`config.mk`:
```
export PLATFORM = sky130hd
export DESIGN_NAME = dram_seq
export DESIGN_NICKNAME = d
export VERILOG_FILES = /design/src/rtl/dram_seq_pkg.sv /design/src/rtl/dram_seq_prech.sv /design/src/rtl/dram_seq_page_det.sv /design/src/rtl/dram_seq.sv
export SDC_FILE = /design/constraint.sdc
export NUM_CORES = 1
export LEC_CHECK = 0
export BUFFER_PORTS_ARGS = -buffer_cell sky130_fd_sc_hd__clkbuf_2
export CORE_AREA = 2 2 78 80
export CTS_CLUSTER_DIAMETER = 30
export DETAILED_ROUTE_END_ITERATION = 10
export DIE_AREA = 0 0 80 82
export HOLD_SLACK_MARGIN = 0.12
export SYNTH_ARGS = -nofsm -noshare
export SYNTH_HDL_FRONTEND = slang
export SYNTH_SLANG_ARGS = --single-unit
```
`constraint.sdc`:
```
create_clock -name clk -period 3.5 [get_ports clk]
set_input_delay 0.7 -clock clk [delete_from_list [all_inputs] [get_ports clk]]
set_output_delay 0.7 -clock clk [all_outputs]
set_load 0.01 [all_outputs]
```
`src/rtl/dram_seq_pkg.sv`:
```
package dram_seq_pkg;

  localparam int SEQ_CNT_W = 3;

  typedef enum logic [2:0] {
    ST_IDLE,
    ST_PREWAIT,
    ST_ROW,
    ST_COL,
    ST_HOLD,
    ST_PAGE
  } seq_st_e;

  typedef enum logic [1:0] {
    ACC_OPEN,
    ACC_PAGE,
    ACC_BURST
  } acc_kind_e;

  // cycles the row half stays on the bus; zero is stretched to one
  function automatic logic [SEQ_CNT_W-1:0] row_hold_len(input logic [SEQ_CNT_W-1:0] rah);
    return (rah == '0) ? SEQ_CNT_W'(1) : rah;
  endfunction

  // wait-state count for the column phase of a given access kind
  function automatic logic [SEQ_CNT_W-1:0] wait_len(input acc_kind_e kind,
                                                    input logic [SEQ_CNT_W-1:0] ws_o,
                                                    input logic [SEQ_CNT_W-1:0] ws_p,
                                                    input logic [SEQ_CNT_W-1:0] ws_b);
    case (kind)
      ACC_PAGE:  return ws_p;
      ACC_BURST: return ws_b;
      default:   return ws_o;
    endcase
  endfunction

  // page hit: external decision overrides the row compare when selected
  function automatic logic hit_decide(input logic ext_sel, input logic ext_hit,
                                      input logic same_row);
    return ext_sel ? ext_hit : same_row;
  endfunction

endpackage

```
`src/rtl/dram_seq_prech.sv`:
```
module dram_seq_prech #(
  parameter int CNT_W = 3
) (
  input  logic             clk,
  input  logic             rst_n,
  input  logic             load_i,
  input  logic [CNT_W-1:0] len_i,
  output logic             busy_o
);

  logic [CNT_W-1:0] cnt_q;

  always_ff @(posedge clk or negedge rst_n) begin
    if (!rst_n)             cnt_q <= '0;
    else if (load_i)        cnt_q <= len_i;
    else if (cnt_q != '0)   cnt_q <= cnt_q - CNT_W'(1);
  end

  assign busy_o = (cnt_q != '0);

  AST_PRE_LOAD_BUSY: assert property (@(posedge clk) disable iff (!rst_n)
    (load_i && len_i != '0) |=> busy_o);

endmodule

```
`src/rtl/dram_seq_page_det.sv`:
```
module dram_seq_page_det #(
  parameter int BANK_W = 2,
  parameter int ROW_W  = 8
) (
  input  logic              clk,
  input  logic              rst_n,
  input  logic              ld_i,
  input  logic [BANK_W-1:0] bank_i,
  input  logic [ROW_W-1:0]  row_i,
  input  logic              ext_sel_i,
  input  logic              ext_hit_i,
  output logic              hit_o,
  output logic [BANK_W-1:0] open_bank_o
);
  import dram_seq_pkg::*;

  logic [BANK_W-1:0] bank_q;
  logic [ROW_W-1:0]  row_q;
  logic              same_row;

  always_ff @(posedge clk or negedge rst_n) begin
    if (!rst_n) begin
      bank_q <= '0;
      row_q  <= '0;
    end else if (ld_i) begin
      bank_q <= bank_i;
      row_q  <= row_i;
    end
  end

  assign same_row    = (bank_i == bank_q) && (row_i == row_q);
  assign hit_o       = hit_decide(ext_sel_i, ext_hit_i, same_row);
  assign open_bank_o = bank_q;

  AST_OPEN_LATCH: assert property (@(posedge clk) disable iff (!rst_n)
    ld_i |=> (open_bank_o == $past(bank_i)));

endmodule

```
`src/rtl/dram_seq.sv`:
```
module dram_seq #(
  parameter int ROW_W = 8,
  parameter int NBANK = 4
) (
  input  logic                              clk,
  input  logic                              rst_n,
  input  logic                              ads_i,
  input  logic                              cs_i,
  input  logic [$clog2(NBANK)+ROW_W-1:0]    req_addr_i,
  input  logic                              burst_i,
  input  logic                              page_mode_i,
  input  logic                              ext_page_sel_i,
  input  logic                              ext_page_hit_i,
  input  logic [dram_seq_pkg::SEQ_CNT_W-1:0] t_rah_i,
  input  logic [dram_seq_pkg::SEQ_CNT_W-1:0] t_ras_i,
  input  logic [dram_seq_pkg::SEQ_CNT_W-1:0] t_rp_i,
  input  logic [dram_seq_pkg::SEQ_CNT_W-1:0] ws_open_i,
  input  logic [dram_seq_pkg::SEQ_CNT_W-1:0] ws_page_i,
  input  logic [dram_seq_pkg::SEQ_CNT_W-1:0] ws_burst_i,
  output logic [NBANK-1:0]                  ras_n_o,
  output logic                              cas_n_o,
  output logic                              mux_col_o,
  output logic                              ack_o
);
  import dram_seq_pkg::*;

  localparam int BANK_W = $clog2(NBANK);
  localparam int CNT_W  = SEQ_CNT_W;

  seq_st_e           st_q, st_d;
  logic [CNT_W-1:0]  rcnt_q, rcnt_d;
  logic [CNT_W-1:0]  rascnt_q, rascnt_d;

  // named internal events
  logic              strobe;
  logic              accept_open;
  logic              release_ev;
  logic              enter_row;
  logic              page_hit;
  logic              ras_act;
  logic [BANK_W-1:0] req_bank;
  logic [ROW_W-1:0]  req_row;
  logic [BANK_W-1:0] open_bank;
  logic [NBANK-1:0]  pre_busy;

  assign strobe   = ads_i & cs_i;
  assign req_bank = req_addr_i[ROW_W +: BANK_W];
  assign req_row  = req_addr_i[ROW_W-1:0];

  dram_seq_page_det #(.BANK_W(BANK_W), .ROW_W(ROW_W)) u_page (
    .clk        (clk),
    .rst_n      (rst_n),
    .ld_i       (accept_open),
    .bank_i     (req_bank),
    .row_i      (req_row),
    .ext_sel_i  (ext_page_sel_i),
    .ext_hit_i  (ext_page_hit_i),
    .hit_o      (page_hit),
    .open_bank_o(open_bank)
  );

  always_comb begin
    st_d        = st_q;
    rcnt_d      = rcnt_q;
    accept_open = 1'b0;
    release_ev  = 1'b0;
    enter_row   = 1'b0;
    case (st_q)
      ST_IDLE: begin
        if (strobe) begin
          accept_open = 1'b1;
          if (pre_busy[req_bank]) st_d = ST_PREWAIT;
          else                    enter_row = 1'b1;
        end
      end
      ST_PREWAIT: begin
        if (!pre_busy[open_bank]) enter_row = 1'b1;
      end
      ST_ROW: begin
        if (rcnt_q <= CNT_W'(1)) begin
          st_d   = ST_COL;
          rcnt_d = wait_len(ACC_OPEN, ws_open_i, ws_page_i, ws_burst_i);
        end else begin
          rcnt_d = rcnt_q - CNT_W'(1);
        end
      end
      ST_COL: begin
        if (rcnt_q == '0) st_d = page_mode_i ? ST_PAGE : ST_HOLD;
        else              rcnt_d = rcnt_q - CNT_W'(1);
      end
      ST_HOLD: begin
        if (rascnt_q == '0) begin
          st_d       = ST_IDLE;
          release_ev = 1'b1;
        end
      end
      ST_PAGE: begin
        if (strobe) begin
          if (page_mode_i && page_hit) begin
            st_d   = ST_COL;
            rcnt_d = wait_len(burst_i ? ACC_BURST : ACC_PAGE,
                              ws_open_i, ws_page_i, ws_burst_i);
          end else begin
            st_d        = ST_PREWAIT;
            accept_open = 1'b1;
            release_ev  = 1'b1;
          end
        end else if (!page_mode_i) begin
          st_d       = ST_IDLE;
          release_ev = 1'b1;
        end
      end
      default: st_d = ST_IDLE;
    endcase
    if (enter_row) begin
      st_d   = ST_ROW;
      rcnt_d = row_hold_len(t_rah_i);
    end
    if (enter_row)              rascnt_d = t_ras_i;
    else if (rascnt_q != '0)    rascnt_d = rascnt_q - CNT_W'(1);
    else                        rascnt_d = '0;
  end

  always_ff @(posedge clk or negedge rst_n) begin
    if (!rst_n) begin
      st_q     <= ST_IDLE;
      rcnt_q   <= '0;
      rascnt_q <= '0;
    end else begin
      st_q     <= st_d;
      rcnt_q   <= rcnt_d;
      rascnt_q <= rascnt_d;
    end
  end

  assign ras_act   = (st_q == ST_ROW) || (st_q == ST_COL) ||
                     (st_q == ST_HOLD) || (st_q == ST_PAGE);
  assign cas_n_o   = (st_q != ST_COL);
  assign mux_col_o = (st_q == ST_COL);
  assign ack_o     = (st_q == ST_COL) && (rcnt_q == '0);

  for (genvar b = 0; b < NBANK; b++) begin : g_bank
    dram_seq_prech #(.CNT_W(CNT_W)) u_pre (
      .clk   (clk),
      .rst_n (rst_n),
      .load_i(release_ev && (open_bank == BANK_W'(b))),
      .len_i (t_rp_i),
      .busy_o(pre_busy[b])
    );
    assign ras_n_o[b] = !(ras_act && (open_bank == BANK_W'(b)));

    AST_PRE_KEEPS_HIGH: assert property (@(posedge clk) disable iff (!rst_n)
      pre_busy[b] |-> ras_n_o[b]);
  end

  AST_RAS_ONEHOT: assert property (@(posedge clk) disable iff (!rst_n)
    $onehot0(~ras_n_o));
  AST_RAS_ON_ACCEPT: assert property (@(posedge clk) disable iff (!rst_n)
    (st_q == ST_IDLE && strobe && !pre_busy[req_bank]) |=> !ras_n_o[$past(req_bank)]);
  AST_CAS_UNDER_RAS: assert property (@(posedge clk) disable iff (!rst_n)
    !cas_n_o |-> ($countones(~ras_n_o) == 1));
  AST_ACK_ON_COL: assert property (@(posedge clk) disable iff (!rst_n)
    ack_o |-> (!cas_n_o && mux_col_o));
  AST_ACK_SINGLE: assert property (@(posedge clk) disable iff (!rst_n)
    ack_o |=> !ack_o);
  AST_NORMAL_HOLD: assert property (@(posedge clk) disable iff (!rst_n)
    (ack_o && !page_mode_i) |=> (cas_n_o && $countones(~ras_n_o) == 1));
  AST_IGNORE_BUSY: assert property (@(posedge clk) disable iff (!rst_n)
    ((st_q == ST_ROW || st_q == ST_COL || st_q == ST_HOLD || st_q == ST_PREWAIT) && strobe)
      |=> $stable(open_bank));

endmodule

```
## Yosys cells after proc, flatten, opt, wreduce, memory -nomap -nowiden

Index checks and enable logic that the tools add are counted.

| storage, ports and cells | value |
|---|---|
| ROM bits | 0 |
| output and inout port bits | 7 |
| memory bits (writable) | 0 |
| input bits | 36 |
| flip-flop bits (word level) | 31 |
| memories kept | 0 |
| bits in latches | 0 |
| word-level logic and storage cells | 124 |

| operators by class | value |
|---|---|
| mux-type cells | 47 |
| bitwise operators | 1 |
| reductions and logical operators | 35 |
| shift operators | 0 |
| add/subtract/negate cells | 6 |
| div/mod/pow operators | 0 |
| multiply operators | 0 |
| $lt $le $gt $ge | 3 |
| equality and inequality tests | 23 |

Operators by type and width:

| kind | count |
|---|---|
| $mux 3 | 24 |
| $ne 3x3->1 const B | 7 |
| $pmux 3 s6 | 1 |
| $sub 3x1->3 const B | 6 |
| $reduce_bool 3->1 | 5 |
| $mux 1 | 13 |
| $logic_not 3->1 | 4 |
| $logic_and 1x1->1 | 11 |
| $pmux 3 s3 | 1 |
| $eq 8x8->1 | 1 |
| $reduce_bool 2->1 | 4 |
| $reduce_and 7->1 | 1 |
| $eq 2x2->1 const B | 3 |
| $eq 3x2->1 const B | 2 |
| $eq 3x3->1 const B | 2 |
| $lt 2x3->1 const B | 2 |
| $pmux 1 s2 | 3 |
| $pmux 3 s2 | 1 |
| $bmux 1 s2 | 2 |
| $eq 2x1->1 const B | 2 |
| $logic_not 1->1 | 4 |
| $mux 2 | 2 |
| $ne 4x4->1 const B | 1 |
| $reduce_and 4->1 | 1 |
| 10 further kinds | 12 |

## Logic depth before layout (Yosys ltp)

| logic depth | value |
|---|---|
| depth in word-level cells | 9 |
| mapped depth | 9 |

## Hierarchy

Synthesis repeated with hierarchy kept, for this count alone.

| unflattened totals | value |
|---|---|
| cell total of the unflattened synthesis | 225 |
| area total of the unflattened synthesis | 2159.6 µm² |

By module, submodules not included:

| module | cells an instance | area an instance (µm²) | sequential area each (µm²) | instances |
|---|---|---|---|---|
| dram_seq | 110 | 890.9 | 225.2 | 1 |
| dram_seq_prech | 20 | 196.4 | 75.1 | 4 |
| dram_seq_page_det | 35 | 483.0 | 250.2 | 1 |

## Worst setup path after synthesis

OpenSTA, ideal clock, no wires.

| path | value |
|---|---|
| kind | in2reg |
| from | input port req_addr_i[1] |
| to | register u_page.bank_q[0] (netlist: u_page.open_bank_o[0]) |
| stages on the path | 6 |
| library setup time | 0.125 ns |
| path slack | 1.368 ns |
| required time | 3.375 ns |
| arrival | 2.007 ns |
| cell sequence | xnor2_1 > nand4b_1 > o31ai_1 > a21oi_1 > o21ai_4 > mux2_2 |

| on the way | value |
|---|---|
| word-level cells in the longest chain between the ends | 7 |

Ends and longest elaborated chain:

| item | RTL line | source |
|---|---|---|
| start, declared | dram_seq.sv:9 | `input logic [$clog2(NBANK)+ROW_W-1:0] req_addr_i,` |
| $eq 8x8->1 | dram_seq_page_det.sv:31 | `assign same_row = (bank_i == bank_q) && (row_i == row_q);` |
| $logic_and 1x1->1 | dram_seq_page_det.sv:31 |  |
| $mux 1 | dram_seq_pkg.sv:40 | `return ext_sel ? ext_hit : same_row;` |
| $logic_and 1x1->1 | dram_seq.sv:99 | `if (page_mode_i && page_hit) begin` |
| $mux 1 | dram_seq.sv:99 |  |
| $mux 1 | dram_seq.sv:98 | `if (strobe) begin` |
| $pmux 1 s2 | dram_seq.sv:68 | `case (st_q)` |
| end signal, assigned | dram_seq_page_det.sv:26 | `bank_q <= bank_i;` |
| end, declared | dram_seq_page_det.sv:17 | `logic [BANK_W-1:0] bank_q;` |

Every way passes these cells.
A chain may end at the register's enable or synchronous reset.

## Worst setup path in the final report

| path | value |
|---|---|
| from | register g_bank[2].u_pre.cnt_q[0] |
| to | register rcnt_q[2] |

| on the way | value |
|---|---|
| word-level cells in the longest chain between the ends | 8 |

Ends and longest elaborated chain:

| item | RTL line | source |
|---|---|---|
| start, declared | dram_seq_prech.sv:11 | `logic [CNT_W-1:0] cnt_q;` |
| start signal, assigned | dram_seq_prech.sv:15 | `else if (load_i) cnt_q <= len_i;` |
| start signal, assigned | dram_seq_prech.sv:16 | `else if (cnt_q != '0) cnt_q <= cnt_q - CNT_W'(1);` |
| $reduce_bool 3->1 * | dram_seq_prech.sv:19 | `assign busy_o = (cnt_q != '0);` |
| $bmux 1 s2 | dram_seq.sv:72 | `if (pre_busy[req_bank]) st_d = ST_PREWAIT;` |
| $mux 1 (not written as such) | dram_seq.sv:72 |  |
| $mux 1 | dram_seq.sv:72 |  |
| $mux 1 | dram_seq.sv:70 | `if (strobe) begin` |
| $pmux 1 s2 * | dram_seq.sv:68 |  |
| $ne 3x3->1 (no source line) / $reduce_bool 4->1 (equally long branches) | -- |  |
| $reduce_and 4->1 (no source line) | -- |  |
| end signal, assigned | dram_seq.sv:131 | `rcnt_q <= rcnt_d;` |
| end, declared | dram_seq.sv:31 | `logic [CNT_W-1:0] rcnt_q, rcnt_d;` |

Mark *: on every way between the ends. The rest lies on a longest branch, timed or not. The select of a mux whose other input is x is not followed.

==> flow_metrics.tcl <==
set metrics [dict create \
    status "finished clean" \
    setup_viol_count_final 0 \
    synthTopCellsByArea "dfrtp_1, mux2_2, ha_1" \
    rsz0062_at_grt "no" \
    antenna_cells 0 \
    crit_type "flip-flop to flip-flop" \
    place_area_mm2 0.002465 \
    yosys.area.top_type "dfrtp_1" \
    holdWs_ns 0.4904 \
    cts_tree "yes" \
    leakage_nw 1.205 \
    power_mw 2.267 \
    fp.dieH_um 82 \
    layout.nets 312 \
    core-area_mm2 0.005746 \
    end_kind "flip-flop" \
    path_cells "inv_1 > ha_1 > nand2b_4 > mux4_2 > o32a_1 > a211o_1 > o21ai_1" \
    row_count 28 \
    pin_count 43 \
    cts.sinks 31 \
    clock_latency_ns 0.28 \
    clk_path_buf_depth 2 \
    cp_max_fo 12 \
    slew_viol_final 0 \
    yosysWarnings 0 \
    hold_buffers 0 \
    path_clk_slew_ns 0.07 \
    skew_ns 0.005806 \
    cap_violations 0 \
    die_w_um 80 \
    synth_edf_count 0 \
    cp_slowest_stage_delay_ns 0.53 \
    wire_per_inst_um 12.67 \
    crit_start "g_bank[2].u_pre.cnt_q[0]$_DFFE_PN0P_" \
    pre_cts_slack_ns 1.037 \
    start_util_pct 38.24 \
    netlist_area_mm2 0.002197 \
    drtPass1Iterations 4 \
    synthArstFlopShare_pct 100.0 \
    utilization_pct 44.95 \
    finalSetupTns_ns 0 \
    grt_usage_pct 14.32 \
    route.detailed.drc 0 \
    via_count 1717 \
    cp_top_family "compound AO/OA/AOI/OAI gates" \
    cts_buffers 5 \
    fin_crit_sh_pct 66.50 \
    die_area_mm2 0.006560 \
    r2r_end "rcnt_q[2]$_DFFE_PN0P_" \
    arrival_ns 2.54 \
    drt-initial-drc-count 54 \
    gp_congestion 0.7234 \
    wl_mm 4.295 \
    reg2reg_depth 7 \
    ys_types 45 \
    vdd_ir_drop_max_mv 0.3668 \
    stdcell_count 339 \
    min_period_ns 2.327 \
    cp.required_ns 3.71 \
    layout_common_cells "clkbuf_2, dfrtp_1, mux2_2, nor2_1" \
    grt_pass1_wl_mm 7.169 \
    final_area_mm2 0.002582 \
    grt_max_degree 32 \
    syn-num-nets 270 \
    reg2reg_slack_ns 1.17 \
    netlist_instances 221 \
    synth_top_area_share_pct 35.31 \
    hold_viol_final 0 \
    synth-seq-cells 31 \
    clockRootBuffer "clkbuf_8" \
    critPathBufInv 1 \
    power.density_mw_per_mm2 877.9 \
    antenna_found_initial 0 \
    cts.repair.resized 0 \
    startpoint_type "flip-flop" \
    grt_overflow 0 \
    endpoint "rcnt_q[2]$_DFFE_PN0P_" \
    r2r_start "g_bank[2].u_pre.cnt_q[0]$_DFFE_PN0P_" \
    final.setup.worst_slack_ns 1.173 \
    numPortBuffers 42 \
    grt_pass1_vias 1597 \
    tightest_slew_ns 0.7916 \
    yosysSeqAreaShare_pct 35.31 \
    max_freq_ghz 0.4297 \
    area_growth_pct 17.54 \
    cts_max_level 2 \
    cp.depth 7 \
    ant_nets 0 \
    place_inst 331 \
    hold_path_class "input port to asynchronous set/reset pin" \
    slew_headroom_pct 47.23 \
    final_common_cell "clkbuf_2" \
    syn_area_per_cell_um2 9.942 \
    cp_slowest_cell "o32a_1" \
    hpwlAfterDp_mm 3.415 \
    drive_gt1_share_pct 33.71 \
    synthFlopType "dfrtp_1" \
    viasPerCell 5.065 \
    post_cts_buffers 0 \
]
-- synthesized netlist by cell type, types with 3 or more instances --
| cell type | n |
|---|---|
| nor2b_1 | 4 |
| o22ai_1 | 3 |
| or2_2 | 3 |
| nand3_1 | 5 |
| inv_1 | 15 |
| o21ai_0 | 3 |
| nand2b_1 | 5 |
| dfrtp_1 | 31 |
| ha_1 | 13 |
| clkbuf_1 | 4 |
| nand2b_4 | 4 |
| mux2_2 | 25 |
| nand2_1 | 14 |
| nor2_1 | 20 |
| o21ai_1 | 4 |
| xnor2_1 | 15 |
| nand3b_1 | 3 |
| mux2i_1 | 4 |
| a21oi_1 | 12 |
-- worst reg2reg max path: stages (launching register included) --
cell and delay, ns:
dfrtp_1 0.39, inv_1 0.08, ha_1 0.23, nand2b_4 0.09, mux4_2 0.49, o32a_1 0.53, a211o_1 0.32, o21ai_1 0.12
-- registers in the layout, indices dropped and copies added (netlist names) --
signal / cells
g_bank.u_pre.cnt_q: 12
rascnt_q: 3
u_page.row_q: 8
st_q: 3
rcnt_q: 3
u_page.open_bank_o: 2
-- cells by family (layout without fill, tap and decap cells) --
kind of cell,after synthesis,after routing,synth area share (%)
AOI/OAI and AO/OA,36,36,11.05
DFF,31,31,35.31
xor gates and xnor gates,15,15,5.980
muxes,33,33,18.05
buffers and inverters,22,65,4.214
adders and majority gates,13,13,7.403
and+or+nand+nor,71,71,18.00
-- layer usage --
metal | part of all wire (%) | up-vias | track usage (%)
li1 | - | 858 | -
met1 | 47 | 817 | 17.86
met2 | 47 | 37 | 23.92
met3 | 4.2 | 5 | 3.516
met4 | 1.7 | 0 | 5.593
met5 | 0 | - | 0
-- how the worst min path moves through the flow --
| stage | startpoint | endpoint | slack [ns] | cells past startpoint |
|---|---|---|---|---|
| 2_1_floorplan | rst_n | g_bank[0].u_pre.cnt_q[0]$_DFFE_PN0P_ | 0.40 | 0 |
| 3_3_place_gp | u_page.row_q[6]$_DFFE_PN0P_ | u_page.row_q[6]$_DFFE_PN0P_ | 0.51 | 1 |
| 3_5_place_dp | u_page.row_q[5]$_DFFE_PN0P_ | u_page.row_q[5]$_DFFE_PN0P_ | 0.52 | 1 |
| 4_1_cts | rst_n | u_page.open_bank_o[1]$_DFFE_PN0P_ | 0.53 | 1 |
| 5_1_grt | u_page.row_q[5]$_DFFE_PN0P_ | u_page.row_q[5]$_DFFE_PN0P_ | 0.54 | 1 |
| 6_report | rst_n | g_bank[1].u_pre.cnt_q[2]$_DFFE_PN0P_ | 0.49 | 1 |
-- layout make-up --
class,count,area (µm²)
multi-input cells,168,1329
clock buffers,6,82.58
inverters,15,56.30
fillers,596,3163
repair buffers,42,210.2
well taps,75,93.84
flip-flops and latches,31,775.7
clock inverters,2,35.03
-- report_power, final --
group / total, mW / switching, mW / internal, mW
Clock: 0.365 / 0.135 / 0.230
Combinational: 1.20 / 0.556 / 0.648
Sequential: 0.698 / 0.157 / 0.542
Power figures use the tool's default switching activity.
